### config.mk
export PLATFORM = sky130hd
export DESIGN_NAME = slew_dpll
export DESIGN_NICKNAME = d
export VERILOG_FILES = /design/src/rtl/dpll_pkg.sv /design/src/rtl/dpll_ctrl.sv /design/src/rtl/dpll_datapath.sv /design/src/rtl/slew_dpll.sv
export SDC_FILE = /design/constraint.sdc
export NUM_CORES = 1
export LEC_CHECK = 0
export BUFFER_PORTS_ARGS = -buffer_cell sky130_fd_sc_hd__buf_4
export CAP_MARGIN = 40
export CELL_PAD_IN_SITES_DETAIL_PLACEMENT = 1
export CELL_PAD_IN_SITES_GLOBAL_PLACEMENT = 1
export CORE_MARGIN = 2
export CORE_UTILIZATION = 43
export DETAILED_ROUTE_END_ITERATION = 7
export PLACE_DENSITY = 0.74
export SLEW_MARGIN = 20
export SYNTH_ARGS = -nofsm -noshare
export SYNTH_HDL_FRONTEND = slang
export SYNTH_HIERARCHICAL = 1
export SYNTH_SLANG_ARGS = --single-unit
### constraint.sdc
create_clock -name clk -period 7.5 [get_ports clk]
set_clock_uncertainty 0.15 [all_clocks]
set_input_delay 0 -clock clk [delete_from_list [all_inputs] [get_ports clk]]
set_output_delay 0 -clock clk [all_outputs]
set_load 0.005 [all_outputs]
### src/rtl/dpll_pkg.sv
package dpll_pkg;

  localparam int NUM_RATES = 4;
  localparam int SEL_W     = $clog2(NUM_RATES);

  // Feedback rates in Hz, indexed by the select code.
  localparam int unsigned RATE_HZ [NUM_RATES] = '{8000, 1544000, 2048000, 19440000};

  // Control-to-datapath strobes.
  typedef struct packed {
    logic sample;  // capture limited phase error this edge
    logic update;  // advance loop filter this edge
    logic clear;   // empty loop filter and pending error
    logic apply;   // feed the filter output to the oscillator
  } dpllStrobe_t;

  // Nominal phase increment for a rate on a given master clock.
  function automatic longint unsigned tuneWord(input longint unsigned rateHz,
                                               input longint unsigned clkHz,
                                               input int accW);
    return (rateHz << accW) / clkHz;
  endfunction

  // Per-cycle correction bound holding the slope to 5 ns per 125 us.
  function automatic longint unsigned slewLimit(input longint unsigned word,
                                                input longint unsigned slewDiv);
    return word / slewDiv;
  endfunction

endpackage

### src/rtl/dpll_ctrl.sv
module dpll_ctrl
  import dpll_pkg::*;
(
  input  logic             clk,
  input  logic             rstN,
  input  logic             refPulse,
  input  logic             forceFree,
  input  logic             refBad,
  input  logic [SEL_W-1:0] fbSel,
  output dpllStrobe_t      strobe,
  output logic             lockOut
);

  logic             modeNormal;
  logic             pendErr;
  logic [SEL_W-1:0] selPrev;
  logic             selMove;
  logic             wantNormal;

  assign wantNormal = ~(forceFree | refBad);
  assign selMove    = (fbSel != selPrev);

  always_comb begin
    strobe.clear  = ~modeNormal | selMove;
    strobe.sample = modeNormal & refPulse & ~selMove;
    strobe.update = pendErr & ~strobe.clear;
    strobe.apply  = modeNormal;
  end

  always_ff @(posedge clk or negedge rstN) begin
    if (!rstN) begin
      modeNormal <= 1'b0;
      pendErr    <= 1'b0;
      selPrev    <= '0;
    end else begin
      modeNormal <= wantNormal;
      pendErr    <= strobe.sample;
      selPrev    <= fbSel;
    end
  end

  assign lockOut = modeNormal;

endmodule

### src/rtl/dpll_datapath.sv
module dpll_datapath
  import dpll_pkg::*;
#(
  parameter int CLK_HZ   = 20000000,
  parameter int ACC_W    = 32,
  parameter int CNT_W    = 16,
  parameter int GAIN_SH  = 4,
  parameter int FILT_SH  = 4,
  parameter int SLEW_DIV = 25000
) (
  input  logic                    clk,
  input  logic                    rstN,
  input  dpllStrobe_t             strobe,
  input  logic [SEL_W-1:0]        fbSel,
  output logic                    ncoCarry,
  output logic                    outClk,
  output logic signed [ACC_W-1:0] tuneOffset
);

  localparam int PE_W   = CNT_W + 2;
  localparam int SC_W   = PE_W + GAIN_SH;
  localparam int CMP_W  = ((SC_W > ACC_W) ? SC_W : ACC_W) + 1;
  localparam int DIFF_W = ACC_W + 1;

  // Per-rate constant tables.
  logic [ACC_W-1:0]        wordTab   [NUM_RATES];
  logic [CNT_W-1:0]        periodTab [NUM_RATES];
  logic signed [ACC_W-1:0] limitTab  [NUM_RATES];

  for (genvar gi = 0; gi < NUM_RATES; gi++) begin : g_rate
    localparam longint unsigned WORD_C =
      tuneWord(64'(RATE_HZ[gi]), 64'(CLK_HZ), ACC_W);
    assign wordTab[gi]   = ACC_W'(WORD_C);
    assign periodTab[gi] = CNT_W'(CLK_HZ / RATE_HZ[gi]);
    assign limitTab[gi]  = ACC_W'(slewLimit(WORD_C, 64'(SLEW_DIV)));
  end

  // Oscillator.
  logic [ACC_W-1:0]        acc;
  logic [ACC_W:0]          accSum;
  logic [ACC_W-1:0]        incr;
  logic signed [ACC_W-1:0] filtY;
  logic signed [ACC_W-1:0] appliedCorr;
  logic [CNT_W-1:0]        sinceFb;

  assign appliedCorr = strobe.apply ? filtY : '0;
  assign incr        = wordTab[fbSel] + $unsigned(appliedCorr);
  assign accSum      = {1'b0, acc} + {1'b0, incr};

  always_ff @(posedge clk or negedge rstN) begin
    if (!rstN) begin
      acc      <= '0;
      ncoCarry <= 1'b0;
      sinceFb  <= '0;
    end else begin
      acc      <= accSum[ACC_W-1:0];
      ncoCarry <= accSum[ACC_W];
      if (accSum[ACC_W])      sinceFb <= '0;
      else if (!(&sinceFb))   sinceFb <= sinceFb + 1'b1;
    end
  end

  assign outClk = acc[ACC_W-1];

  // Phase detector: signed distance to the nearer feedback edge.
  logic signed [PE_W-1:0] sExt;
  logic signed [PE_W-1:0] perExt;
  logic signed [PE_W-1:0] halfExt;
  logic signed [PE_W-1:0] phErr;

  assign sExt    = $signed({2'b00, sinceFb});
  assign perExt  = $signed({2'b00, periodTab[fbSel]});
  assign halfExt = perExt >>> 1;
  assign phErr   = (sExt <= halfExt) ? -sExt : (perExt - sExt);

  // Slope limiter: scale and saturate to the 5 ns per frame bound.
  logic signed [CMP_W-1:0] scaledErr;
  logic signed [CMP_W-1:0] limExt;
  logic signed [CMP_W-1:0] limErr;

  assign scaledErr = CMP_W'(phErr) <<< GAIN_SH;
  assign limExt    = CMP_W'(limitTab[fbSel]);

  always_comb begin
    if (scaledErr > limExt)       limErr = limExt;
    else if (scaledErr < -limExt) limErr = -limExt;
    else                          limErr = scaledErr;
  end

  // Single-pole loop filter.
  logic signed [ACC_W-1:0]  errReg;
  logic signed [DIFF_W-1:0] filtDiff;
  logic signed [DIFF_W-1:0] filtStep;

  assign filtDiff = DIFF_W'(errReg) - DIFF_W'(filtY);
  assign filtStep = filtDiff >>> FILT_SH;

  always_ff @(posedge clk or negedge rstN) begin
    if (!rstN) begin
      errReg <= '0;
      filtY  <= '0;
    end else begin
      if (strobe.sample) errReg <= ACC_W'(limErr);
      if (strobe.clear)       filtY <= '0;
      else if (strobe.update) filtY <= filtY + ACC_W'(filtStep);
    end
  end

  assign tuneOffset = appliedCorr;

endmodule

### src/rtl/slew_dpll.sv
module slew_dpll
  import dpll_pkg::*;
#(
  parameter int CLK_HZ   = 20000000,
  parameter int ACC_W    = 32,
  parameter int CNT_W    = 16,
  parameter int GAIN_SH  = 4,
  parameter int FILT_SH  = 4,
  parameter int SLEW_DIV = 25000
) (
  input  logic                    clk,
  input  logic                    rstN,
  input  logic                    refPulse,
  input  logic                    forceFree,
  input  logic                    refBad,
  input  logic [1:0]              fbSel,
  output logic                    ncoCarry,
  output logic                    outClk,
  output logic                    lockOut,
  output logic signed [ACC_W-1:0] tuneOffset
);

  dpllStrobe_t strobe;

  dpll_ctrl u_ctrl (
    .clk       (clk),
    .rstN      (rstN),
    .refPulse  (refPulse),
    .forceFree (forceFree),
    .refBad    (refBad),
    .fbSel     (fbSel),
    .strobe    (strobe),
    .lockOut   (lockOut)
  );

  dpll_datapath #(
    .CLK_HZ   (CLK_HZ),
    .ACC_W    (ACC_W),
    .CNT_W    (CNT_W),
    .GAIN_SH  (GAIN_SH),
    .FILT_SH  (FILT_SH),
    .SLEW_DIV (SLEW_DIV)
  ) u_dp (
    .clk        (clk),
    .rstN       (rstN),
    .strobe     (strobe),
    .fbSel      (fbSel),
    .ncoCarry   (ncoCarry),
    .outClk     (outClk),
    .tuneOffset (tuneOffset)
  );

endmodule

== After elaboration in Yosys (flattened, before gate mapping) ==
Cells that the tools add are included.
Widths: inputs -> output; s select.

* Logic and storage cells: 51
* Output and inout port bits: 35
* Input port bits: 7
* Register bits: 117

* Equal/unequal tests: 2
* Multiplexer cells: 17
* Magnitude comparators: 4
* Bitwise gates (word level): 10
* Reduce and logical (&&, ||, !) cells: 2
* Add/subtract/negate cells: 8

{| class="wikitable"
|+ Operators by type and width
! kind !! count
|-
| $mux 32 || 9
|-
| $bmux 32 s2 || 2
|-
| $mux 16 || 4
|-
| $add 32x32->33 || 1
|-
| $lt 22x33->1 || 1
|-
| $neg 32->33 || 1
|-
| $sub 32x32->33 || 1
|-
| $add 32x29->32 || 1
|-
| $add 32x32->32 || 1
|-
| $bmux 16 s2 || 1
|-
| $gt 22x32->1 || 1
|-
| $mux 18 || 1
|-
| $neg 16->18 || 1
|-
| $sub 16x16->17 || 1
|-
| $add 16x1->16 const B || 1
|-
| $le 16x15->1 || 1
|-
| $reduce_and 16->1 || 1
|-
| $not 1->1 || 4
|-
| $and 1x1->1 || 3
|-
| $ge 3x3->1 const B || 1
|-
| $not 2->3 || 1
|-
| $ne 2x1->1 const B || 1
|-
| $ne 2x2->1 || 1
|-
| $or 1x1->1 || 2
|-
| $reduce_bool 2->1 || 1
|}

== Depth between registers and ports, before layout ==
* Depth in word-level cells: 9
* Depth in mapped cells: 32
* Mapped depth without buffers: 29

== Modules after synthesis ==
The synthesis kept the hierarchy.

{| class="wikitable"
|+ By module, submodules not included
! module !! area an instance (um2) !! cells an instance !! times used
|-
| dpll_datapath || 12044.1 || 1460 || 1
|-
| dpll_ctrl || 155.1 || 13 || 1
|}

== Worst setup path after synthesis ==
OpenSTA, ideal clock, no wires.

* Path kind: reg-to-reg
* From: reg u_ctrl.modeNormal (netlist: u_ctrl/lockOut)
* To: reg u_dp.sinceFb[10]
* Data arrival time: 5347 ps
* Path slack: 1871 ps
* Period minus slack after synthesis: 5629 ps
* Path buffers: 5
* Stages on the path, launching flop included: 31
* Setup time: 132 ps
* Cell sequence: dfrtp_1 buf_4 clkbuf_1 clkbuf_1 and2_1 ha_1 inv_1 ha_1 and4b_1 o21a_1 o21a_1 o21ai_1 a21oi_1 o2111ai_1 a21oi_1 o31ai_1 nand2b_1 a31oi_1 xnor2_1 ha_1 nand3_1 or3_1 o211ai_1 o221a_2 o21ai_1 a31oi_1 o21ai_0 nand2b_1 clkbuf_1 clkbuf_1 nor2_1

* Longest elaborated chain between the ends: 4
* Elaborated cells on any way between the ends: 5
* Classes of those cells: 2 x add/sub; 1 x eq/ne; 2 x mux

{| class="wikitable"
|+ RTL lines
! item !! RTL line !! RTL
|-
| from (decl) || dpll_ctrl.sv:14 || <nowiki>logic modeNormal;</nowiki>
|-
| from (signal assigned) || dpll_ctrl.sv:36 || <nowiki>modeNormal <= wantNormal;</nowiki>
|-
| $mux 32 * || dpll_datapath.sv:46 || <nowiki>assign appliedCorr = strobe.apply ? filtY : '0;</nowiki>
|-
| via tuneOffset[0] || slew_dpll.sv:20 || <nowiki>output logic signed [ACC_W-1:0] tuneOffset</nowiki>
|-
| $add 32x32->32 * || dpll_datapath.sv:47 || <nowiki>assign incr = wordTab[fbSel] + $unsigned(appliedCorr);</nowiki>
|-
| $add 32x32->33 * || dpll_datapath.sv:48 || <nowiki>assign accSum = {1'b0, acc} + {1'b0, incr};</nowiki>
|-
| via u_dp.accSum[32] || dpll_datapath.sv:40 || <nowiki>logic [ACC_W:0] accSum;</nowiki>
|-
| $ne 2x1->1 (no line) / $mux 16 (equally long branches) || -- ||
|-
| to (signal assigned) || dpll_datapath.sv:59 || <nowiki>else if (!(&sinceFb)) sinceFb <= sinceFb + 1'b1;</nowiki>
|-
| to (decl) || dpll_datapath.sv:44 || <nowiki>logic [CNT_W-1:0] sinceFb;</nowiki>
|}

The timed path passes the listed nets; every way through them passes the cells marked *.
A chain may end at the register's enable or synchronous reset.

== Worst setup path in the final report ==
* From: in fbSel[1]
* To: reg u_dp.errReg[14]

* Longest elaborated chain between the ends: 9
* Elaborated cells on any way between the ends: 18
* Classes of those cells: 2 x add/sub; 3 x order compare; 1 x eq/ne; 9 x mux; 3 x bitwise

{| class="wikitable"
|+ RTL lines
! item !! RTL line !! RTL
|-
| from (decl) || slew_dpll.sv:16 || <nowiki>input logic [1:0] fbSel,</nowiki>
|-
| $not 2->3 (not written as such) || dpll_datapath.sv:72, dpll_datapath.sv:82 ||
|-
| $bmux 16 s2 || dpll_datapath.sv:72 || <nowiki>assign perExt = $signed({2'b00, periodTab[fbSel]});</nowiki>
|-
| $mux 16 (not written as such) (2 in a row) || dpll_datapath.sv:72 ||
|-
| $sub 16x16->17 / $le 16x15->1 (equally long branches) || dpll_datapath.sv:74 || <nowiki>assign phErr = (sExt <= halfExt) ? -sExt : (perExt - sExt);</nowiki>
|-
| $mux 18 || dpll_datapath.sv:74 ||
|-
| $lt 22x33->1 || dpll_datapath.sv:86 || <nowiki>else if (scaledErr < -limExt) limErr = -limExt;</nowiki>
|-
| $mux 32 || dpll_datapath.sv:86 ||
|-
| $mux 32 || dpll_datapath.sv:85 || <nowiki>if (scaledErr > limExt) limErr = limExt;</nowiki>
|-
| to (signal assigned) || dpll_datapath.sv:103 || <nowiki>if (strobe.sample) errReg <= ACC_W'(limErr);</nowiki>
|-
| to (decl) || dpll_datapath.sv:91 || <nowiki>logic signed [ACC_W-1:0] errReg;</nowiki>
|}

Several ways; a longest one is shown, not always the timed one. The select of a mux whose other input is x is not followed.

==> results.md <==
* Lkg Pwr at 6.205 nW
* DR WL met3 at 1231 um
* Mean Syn Cell Area at 8.282 um^2
* CTS max path bufs at 2
* CTS tree: done
* Metal2 WL at 18130 um
* Non-Filler Instances at 1915
* Setup violators final at 0
* Final hold slack at -4.870 ps
* Starting DRT DRC Count at 603
* Yosys reg bits at 116
* Yosys top cell area share at 23.79%
* Crit Path Category: input port to flip-flop
* CP arrival at 7020 ps
* Wire length on met1 at 17260 um
* Failing checks: hold timing
* Total gr overflow at 0
* CP Max Fanout at 16
* Dpl cells at 1876
* Pwr Density at 368.8 nW/um^2
* DRC at 0
* Pin count of the biggest net entering global routing at 50
* Fill count at 3376
* R2R cell count at 24
* Total wire length at 37600 um
* First-pass GRT wire length at 60560 um
* Status: complete, but fails checks
* Layout cells sized above 1 at 7.677%
* VDD IR-drop max at 0.0001916 V
* Vias per cell at 5.845
* Synth Flop Type: dfrtp_1
* Initial antenna violation count at 0
* Critical path startpoint category: input port
* DPL Wire Length at 29440 um
* Mapped Area at 12200 um^2
* R2r setup slk at 1280 ps
* Core area at 27860 um^2
* Die width at 172.4 um
* Hold Fails Final Rpt at 7
* Cell taking the most area after synthesis: dfrtp_1
* H-tree levels at 4
* Final Max Slew Viols at 0
* Clock sinks at 116
* Via count at 11194
* F_max at 145.5 MHz
* Number of global-route vias before repair at 11527
* CTS root buffer: clkbuf_16
* WP data required at 7650 ps
* All-Layer GR Usage at 25.88%
* Relative slew slack at 47.93%
* Clk Latency, worst-skew pair at 420 ps
* Clk pin slew, worst setup/hold paths at 60 ps
* Seq/Total Area, Yosys at 23.79%
* Boundary Pins at 42
* MaxCap Viol Count at 0
* Post-Syn Instances at 1473
* Period utilization at 91.61%
* WL per Instance at 19.63 um
* TNS Setup at 0 ps
* Routability cong. at 0.8834
* DRT antenna net count at 0
* Final Core Density at 48.91%
* Initial Util at 43.79%
* IO buf count at 41
* RSZ-0062 raised after global routing: false
* Num CTS Buffers at 17
* EDFF count, synth at 0
* CP Capture Type: flip-flop
* Die Ht at 172.4 um
* Unique masters post-synth at 87
* Reg2Reg Launch Point: u_dp/sinceFb[0]$_DFFE_PN0P_
* CTS resizes at 0
* Die area at 29730 um^2
* Ys async rst share at 100.0%
* Layout Area Growth over Synthesis at 11.68%
* Num rows at 61
* Initial DRT Pass Iterations at 5
* Number of nets in the layout at 1714
* Ys Warns at 6
* Fin crit period at 6871 ps
* Worst Hold Class: input port to async pin
* Main area contributors after synthesis: dfrtp_1 (24%), ha_1 (19%), xnor2_1 (6.2%), nor2_1 (4.8%), a21oi_1 (4.6%)
* Diodes inserted at 0
* Slew of the pin with the lowest slew margin at 780.2 ps
* R2r endpoint: u_dp/errReg[14]$_DFFE_PN0P_
* Top layer in use: met4
==> what timing repair did <==
action / 4_1_cts / 5_1_grt
hold buffers: 6 / 0
hold endpoints to repair: 53 / 0
endpoints found under the setup margin: 0 / 0
buffers inserted: 0 / 0
==> area by class of cell <==
cell class / count / area [um^2] / share of cell area, %
clock buffer: 21 / 450.4 / 3.306
tap: 378 / 473.0 / 3.471
sequential: 116 / 2903 / 21.31
inverter: 107 / 401.6 / 2.948
clock inverter: 11 / 153.9 / 1.130
multi-input combinational: 1224 / 8768 / 64.36
timing repair buffer: 58 / 474.2 / 3.481
==> logic make-up (layout without fill, tap and decap cells) <==
| kind of cell | after synthesis | in the layout | share of synthesized area, % |
|---|---|---|---|
| and+or+nand+nor | 462 | 462 | 18.80 |
| AOI/OAI and AO/OA | 418 | 418 | 22.78 |
| adders and majority gates | 183 | 183 | 18.89 |
| buffers and inverters | 146 | 197 | 4.810 |
| xor gates and xnor gates | 121 | 121 | 8.687 |
| DFF | 116 | 116 | 23.79 |
| muxes | 26 | 26 | 2.205 |
| other | 1 | 14 | 0.03074 |
==> routing by layer <==
metal | GRT usage [%] | vias up
met3 | 3.479 | 53
met2 | 44.94 | 203
met5 | 0 | -
met4 | 8.769 | 0
li1 | - | 5416
met1 | 32.97 | 5522
==> how the worst max path moves through the flow <==
stage	start	to	slack (ps)	depth (start not counted)
2_1_floorplan	u_ctrl/lockOut$_DFF_PN0_	u_dp/sinceFb[10]$_DFFE_PN0P_	1870	30
3_3_place_gp	fbSel[1]	u_dp/errReg[13]$_DFFE_PN0P_	990	25
3_5_place_dp	fbSel[1]	u_dp/errReg[14]$_DFFE_PN0P_	840	25
4_1_cts	fbSel[1]	u_dp/errReg[4]$_DFFE_PN0P_	720	26
5_1_grt	fbSel[1]	u_dp/errReg[4]$_DFFE_PN0P_	210	26
6_report	fbSel[1]	u_dp/errReg[14]$_DFFE_PN0P_	630	26
==> state kept, by name, indices dropped and copies added, names as in the netlist <==
signal          count
u_dp/ncoCarry       1
u_dp/errReg        31
u_dp/filtY         32
u_ctrl/pendErr      1
u_ctrl/selPrev      2
u_dp/sinceFb       16
u_dp/acc           32
u_ctrl/lockOut      1
==> metrics by stage <==
| stage | cell area (um^2) | setup WS, ps | total power [mW] | hold slack (ps) |
|---|---|---|---|---|
| global route | 13620 | 211.3 | 5.476 | 52.18 |
| global placement | 12920 | 993.6 | 3.980 | -79.91 |
| finish | 13620 | 629.4 | 5.025 | -4.870 |
| detailed placement | 12950 | 835.6 | 4.093 | -71.32 |
| CTS | 13610 | 716.3 | 5.015 | 10.03 |
| floorplan | 12250 | 1871 | 3.384 | -445.6 |
==> power breakdown <==
part	total (mW)	switching [mW]	internal (mW)	leakage [nW]
Sequential	0.945	0.123	0.821	1.47
Clock	0.863	0.330	0.533	0.287
Combinational	3.22	1.87	1.34	4.44
Total	5.02	2.33	2.70	6.20
==> critical path, cell delays in order <==
cell,delay (ps)
dlygate4sd3_1,540
buf_4,190
inv_1,250
ha_1,220
buf_4,210
inv_1,230
ha_1,470
nand4_1,120
or4_1,530
o21ai_2,120
o21a_1,360
nor2_1,90
a31oi_1,150
nor2_1,70
xnor2_1,450
ha_1,370
or4b_1,520
nor3_1,250
nand3_1,170
a21o_1,190
a211oi_1,290
o31ai_1,170
o211ai_4,460
or2_1,180
inv_2,90
a221o_1,340
==> layout by cell type, fill, tap and decap left out, types with 11 or more instances in the layout <==
cell	Yosys	routed
and3_1	14	14
xnor2_1	87	87
conb_1	1	14
clkbuf_16	0	17
and2_1	35	35
buf_4	2	50
a21o_1	38	38
ha_1	181	181
o21ai_0	67	67
a211oi_1	16	16
nand2b_1	14	14
o21a_1	27	27
a21oi_1	113	113
nor2_1	157	157
a31oi_1	19	19
xor2_1	34	34
nand2_1	72	72
nor3_1	42	40
nor2b_1	28	28
o211ai_1	12	12
dfrtp_1	116	116
mux2i_1	22	22
inv_1	104	104
a221o_1	11	11
nand3_1	34	34
o21ai_1	23	23
nand4_1	20	20
==> synthesized netlist by cell type, types with 23 or more instances <==
cell type	number
ha_1	181
and2_1	35
nor2_1	157
nand2_1	72
dfrtp_1	116
nor2b_1	28
o21a_1	27
a21o_1	38
o21ai_1	23
inv_1	104
xor2_1	34
nor3_1	42
xnor2_1	87
clkbuf_1	24
nand3_1	34
o21ai_0	67
a21oi_1	113
Note: power is estimated with default switching activity, not from simulation.
